### src/rtl/cclk_pkg.sv
package cclk_pkg;
  // width of one per-clock field in the period and high-time parameter vectors
  localparam int unsigned FW = 8;
  typedef logic [FW-1:0] cyc_t;
endpackage

### src/rtl/cclk_stop_merge.sv
module cclk_stop_merge #(
  parameter int unsigned NUM_XACT = 3
) (
  input  logic                uclk,
  input  logic                urst_n,
  input  logic [NUM_XACT-1:0] stop_req,
  output logic                adv,
  output logic                held
);
  logic stop_q, stop_d;
  logic held_q, held_d;

  always_comb begin
    stop_d = |stop_req;
    held_d = stop_q;
  end

  always_ff @(posedge uclk or negedge urst_n) begin
    if (!urst_n) begin
      stop_q <= 1'b0;
      held_q <= 1'b0;
    end else begin
      stop_q <= stop_d;
      held_q <= held_d;
    end
  end

  assign adv  = !stop_q;
  assign held = held_q;

  // any single request bit stops advancing from the next edge
  p_any_req_freezes_r8: assert property (@(posedge uclk) disable iff (!urst_n)
    (|stop_req) |=> !adv);
  // held reflects the advance decision of the previous edge
  p_held_follows_r4: assert property (@(posedge uclk) disable iff (!urst_n)
    !adv |=> held);
endmodule

### src/rtl/cclk_phase.sv
module cclk_phase #(
  parameter int unsigned PERIOD = 4,
  parameter int unsigned HIGH   = 2
) (
  input  logic uclk,
  input  logic urst_n,
  input  logic adv,
  output logic cclk,
  output logic edge_stb
);
  localparam int unsigned PW = (PERIOD > 2) ? $clog2(PERIOD) : 1;
  localparam logic [PW-1:0] LAST = PW'(PERIOD - 1);
  localparam logic [PW-1:0] HI   = PW'(HIGH);

  logic [PW-1:0] ph_q, ph_d;
  logic          clk_q, clk_d;
  logic          stb_q, stb_d;

  always_comb begin
    ph_d  = ph_q;
    clk_d = clk_q;
    stb_d = 1'b0;
    if (adv) begin
      ph_d  = (ph_q == LAST) ? '0 : ph_q + PW'(1);
      clk_d = (ph_d < HI);
      stb_d = (ph_d == '0);
    end
  end

  always_ff @(posedge uclk or negedge urst_n) begin
    if (!urst_n) begin
      ph_q  <= LAST;
      clk_q <= 1'b0;
      stb_q <= 1'b0;
    end else begin
      ph_q  <= ph_d;
      clk_q <= clk_d;
      stb_q <= stb_d;
    end
  end

  assign cclk     = clk_q;
  assign edge_stb = stb_q;

  // strobe coincides with a 0 -> 1 change of the clock level
  p_strobe_on_rise_r6: assert property (@(posedge uclk) disable iff (!urst_n)
    edge_stb |-> (cclk && !$past(cclk)));
  // no advance means level held and no strobe
  p_hold_when_frozen_r3: assert property (@(posedge uclk) disable iff (!urst_n)
    !adv |=> ($stable(cclk) && !edge_stb));
endmodule

### src/rtl/cclk_rst_seq.sv
module cclk_rst_seq #(
  parameter int unsigned RST_CYC = 3
) (
  input  logic uclk,
  input  logic urst_n,
  input  logic stb0,
  output logic crst_n
);
  localparam int unsigned CW = $clog2(RST_CYC + 1);
  localparam logic [CW-1:0] LASTC = CW'(RST_CYC - 1);

  logic [CW-1:0] cnt_q, cnt_d;
  logic          rel_q, rel_d;

  always_comb begin
    cnt_d = cnt_q;
    rel_d = rel_q;
    if (stb0 && !rel_q) begin
      cnt_d = cnt_q + CW'(1);
      if (cnt_q == LASTC) rel_d = 1'b1;
    end
  end

  always_ff @(posedge uclk or negedge urst_n) begin
    if (!urst_n) begin
      cnt_q <= '0;
      rel_q <= 1'b0;
    end else begin
      cnt_q <= cnt_d;
      rel_q <= rel_d;
    end
  end

  assign crst_n = rel_q;

  // release only right after a controlled edge of clock 0
  p_release_after_edge_r7: assert property (@(posedge uclk) disable iff (!urst_n)
    $rose(crst_n) |-> $past(stb0));
  // once released, stays released
  p_release_sticky_r7: assert property (@(posedge uclk) disable iff (!urst_n)
    crst_n |=> crst_n);
endmodule

### src/rtl/cclk_gen.sv
module cclk_gen
  import cclk_pkg::*;
#(
  parameter int unsigned NUM_XACT = 3,
  parameter int unsigned NUM_CLK  = 2,
  parameter logic [NUM_CLK*FW-1:0] PERIOD_VEC = {8'd6, 8'd4},
  parameter logic [NUM_CLK*FW-1:0] HIGH_VEC   = {8'd2, 8'd2},
  parameter int unsigned RST_CYC  = 3
) (
  input  logic                uclk,
  input  logic                urst_n,
  input  logic [NUM_XACT-1:0] stop_req,
  output logic [NUM_CLK-1:0]  cclk,
  output logic [NUM_CLK-1:0]  cedge,
  output logic [NUM_XACT-1:0] ctime_stopped,
  output logic                crst_n
);
  logic adv;
  logic held;

  cclk_stop_merge #(.NUM_XACT(NUM_XACT)) u_merge (
    .uclk     (uclk),
    .urst_n   (urst_n),
    .stop_req (stop_req),
    .adv      (adv),
    .held     (held)
  );

  for (genvar i = 0; i < NUM_CLK; i++) begin : g_clk
    localparam cyc_t PER_I = PERIOD_VEC[i*FW +: FW];
    localparam cyc_t HI_I  = HIGH_VEC[i*FW +: FW];
    cclk_phase #(.PERIOD(int'(PER_I)), .HIGH(int'(HI_I))) u_phase (
      .uclk     (uclk),
      .urst_n   (urst_n),
      .adv      (adv),
      .cclk     (cclk[i]),
      .edge_stb (cedge[i])
    );
    // a clock may only rise together with its strobe
    p_rise_has_strobe_r6: assert property (@(posedge uclk) disable iff (!urst_n)
      (cclk[i] && !$past(cclk[i])) |-> cedge[i]);
  end

  for (genvar t = 0; t < NUM_XACT; t++) begin : g_stat
    assign ctime_stopped[t] = held;
  end

  cclk_rst_seq #(.RST_CYC(RST_CYC)) u_rst (
    .uclk   (uclk),
    .urst_n (urst_n),
    .stb0   (cedge[0]),
    .crst_n (crst_n)
  );

  // no strobe while controlled time is stopped
  p_no_strobe_when_stopped_r6: assert property (@(posedge uclk) disable iff (!urst_n)
    ctime_stopped[0] |-> (cedge == '0));
  // all clocks held together while stopped
  p_all_hold_r3: assert property (@(posedge uclk) disable iff (!urst_n)
    ctime_stopped[0] |-> $stable(cclk));
endmodule

### config.mk
export PLATFORM = sky130hd
export DESIGN_NAME = cclk_gen
export DESIGN_NICKNAME = d
export VERILOG_FILES = /design/src/rtl/cclk_pkg.sv /design/src/rtl/cclk_stop_merge.sv /design/src/rtl/cclk_phase.sv /design/src/rtl/cclk_rst_seq.sv /design/src/rtl/cclk_gen.sv
export SDC_FILE = /design/constraint.sdc
export NUM_CORES = 1
export LEC_CHECK = 0
export ABC_AREA = 0
export BUFFER_PORTS_ARGS = -buffer_cell sky130_fd_sc_hd__buf_2
export CAP_MARGIN = 20
export CORE_UTILIZATION = 25
export DETAILED_ROUTE_END_ITERATION = 7
export GPL_ROUTABILITY_DRIVEN = 0
export PLACE_DENSITY = 0.42
export SYNTH_ARGS = -nofsm -noshare
export SYNTH_HDL_FRONTEND = slang
export SYNTH_SLANG_ARGS = --single-unit
### constraint.sdc
create_clock -name uclk -period 1.7 [get_ports uclk]
set_clock_uncertainty 0.15 [all_clocks]
set_input_delay 0.34 -clock uclk [delete_from_list [all_inputs] [get_ports uclk]]
set_output_delay 0.34 -clock uclk [all_outputs]
set_load 0.02 [all_outputs]
==> flow_summary.toml <==
[setup_path]
cp.arrival_ps = 830
crit_path_start_kind = "flip-flop"
reg2reg_to = "g_clk[0].u_phase.ph_q[1]"
worstPathMaxFanout = 3
cp_num_buf_inv = 1
crit_family = "flip-flops"
rr_worst_depth = 2
timing.rr.start = "g_clk[0].u_phase.ph_q[0]"
slowest_stage = "dfrtp_1"
regToRegSetupSlack_ps = 440
path_class = "reg -> out"
crit_path_max_incr_delay_ps = 390
end_kind = "output pin"
required_ps = 1210
cp_cell_sequence = "buf_2"

[global_route]
grt_pass1_vias = 265
track_usage_pct = 6.74
grt_pass1_wl_um = 1180
overflow = 0
grt_max_degree = 15
grt_antenna_before_repair = 0

[layout]
post-route-util_pct = 30.1
drive_gt1_share_pct = 36.2
nets = 66
final_cell_mix = "buf_2, dfrtp_1, a21o_1, dfstp_2, clkbuf_4"
num_antenna_cells = 0
final_common_cell = "buf_2"
syn_to_final_growth_pct = 11.0

[power]
power.switching_mw = 0.318
cell_internal_pwr_mw = 0.710
clockPowerShare_pct = 17.9
power_frac_comb_pct = 26.6
leakagePower_nw = 0.335
swShare_pct = 30.9
p_per_area_nw_per_um2 = 1510
vdd_drop_max_uv = 669
seqPwrFrac_pct = 55.5

[clock_network]
htreeDepth = 1
numClockSinks = 14
clockBufferDepth = 2
clock_latency_ps = 260
tritoncts = "done"
path_clk_slew_ps = 80
post-cts-setup-buffers = 0
root_buffer = "clkbuf_4"
numCtsBuffers = 3

[sta]
slew_viol_final = 0
setup_viol = 0
fmax_mhz = 760
hold_viol_final = 0
min_period_ps = 1320
rsz0062_at_grt = "no"
finalSetupTns_ps = 0
min_period_over_period_pct = 77.4
tightest_slew_ps = 404
relSlewSlack_pct = 73.1

[min_path]
holdPathEnd = "u_merge.held_d"
hold_path_depth = 2
hold_class = "in -> reg"
holdCritStartpoint = "stop_req[2]"

[run]
drv_cap = 0

[route]
drt-pass1-iter-count = 4
viasPerCell = 4.05
drc = 0
wirelength_um = 764
routed-via-count = 348
drt_iter0_markers = 4
ant_nets = 0
wire_per_inst_um = 8.88

[floorplanning]
die_h_um = 51.5
io_pins = 13
die_area_um2 = 2650
core_area_um2 = 2250
start_util_pct = 27.1
row_count = 17
die_w_um = 51.5

[yosys]
avgSynthCellArea_um2 = 12.5
netlist_instances = 49
synth-seq-cells = 14
ys_types = 21
synth_nets = 56
synth_area_um2 = 612
yosysSeqAreaShare_pct = 58.1
yosysWarnings = 0

[run_status]
status = "finished, final reports clean"

[placement]
numPortBuffers = 12
-- Yosys cell counts --
cell type  number  share of area, %
dfstp_2         4                17
nor2b_1         2               2.0
nand2b_1        2               2.0
o21ai_0         1              0.82
xnor2_1         2               2.9
nor4b_1         1               1.4
a21o_1          4               4.9
nand2_1         2               1.2
mux2_2          1               1.8
buf_6           1               1.8
a21oi_1         1              0.82
a21oi_2         1               1.4
inv_1           2               1.2
buf_4           7               8.6
mux2i_1         1               1.6
nor2_1          1              0.61
nor3_1          1              0.82
dfrtp_1        10                41
ha_1            2               4.1
or3_1           2               2.0
nor4bb_1        1               1.6
-- cell type report --
cell class / instances / area (um^2)
Clock buffer: 4 / 26.3
Fill cell: 243 / 1580
Sequential cell: 14 / 355
Tap cell: 28 / 35.0
Multi-Input combinational cell: 25 / 185
Inverter: 2 / 7.51
Timing Repair Buffer: 13 / 70.1
-- routing by layer --
metal / up-vias / part of all wire [%] / GRT usage (%)
met5: - / 0 / 0
met3: 2 / 9.4 / 5.36
met4: 0 / 1.2 / 2.70
met1: 153 / 54 / 8.50
li1: 176 / - / -
met2: 17 / 35 / 8.23
-- worst max path at each step --
stage	from	end	slack (ps)	cells past startpoint
3_5_place_dp	g_clk[0].u_phase.ph_q[0]	g_clk[0].u_phase.ph_q[1]	450	2
3_3_place_gp	g_clk[0].u_phase.ph_q[0]	g_clk[0].u_phase.ph_q[1]	460	2
6_report	g_clk[0].u_phase.edge_stb	cedge[0]	380	1
2_1_floorplan	g_clk[0].u_phase.ph_q[0]	g_clk[0].u_phase.ph_q[1]	470	2
4_1_cts	g_clk[0].u_phase.edge_stb	cedge[0]	370	1
5_1_grt	g_clk[0].u_phase.edge_stb	cedge[0]	340	1
-- state kept, by name, indices dropped and copies added (netlist names) --
signal / count
g_clk.u_phase.ph_q: 5
g_clk.u_phase.cclk: 2
g_clk.u_phase.edge_stb: 2
u_rst.cnt_q: 2
u_merge.held: 1
u_merge.held_d: 1
u_rst.crst_n: 1
-- cell families (layout without fill, tap and decap cells) --
| logic type | count (synthesis) | count (layout) | share of synthesized area (%) |
|---|---|---|---|
| AOI/OAI and AO/OA | 7 | 7 | 7.97 |
| xor gates and xnor gates | 2 | 2 | 2.86 |
| DFF | 14 | 14 | 58.1 |
| buffers and inverters | 10 | 19 | 11.7 |
| adders and majority gates | 2 | 2 | 4.09 |
| muxes | 2 | 2 | 3.48 |
| and+or+nand+nor | 12 | 12 | 11.9 |
-- power by group through the flow --
stage | clock, mW | combinational, mW | sequential [mW]
after detailed placement | 0 | 0.273 | 0.577
after global placement | 0 | 0.272 | 0.574
final | 0.184 | 0.273 | 0.571
after global routing | 0.214 | 0.311 | 0.585
after CTS | 0.198 | 0.278 | 0.570
after floorplan | 0 | 0.248 | 0.560
-- metrics by stage --
step           worst slack [ps]  instances  hold WS (ps)  cell area, um^2  power (mW)
2_1_floorplan               474         49          -106              612       0.808
3_3_place_gp                462         81           112              643       0.846
3_5_place_dp                447         81          98.9              643       0.851
4_1_cts                     368         86          93.0              679        1.05
5_1_grt                     341         86          97.9              679        1.11
6_report                    385         86           106              679        1.03
-- timing repair --
item	in CTS	in global routing
setup endpoints to repair	0	0
endpoints found under the hold margin	10	0
resized for setup	0	0
hold buffers	1	0
Note: power is estimated with default switching activity, not from simulation.
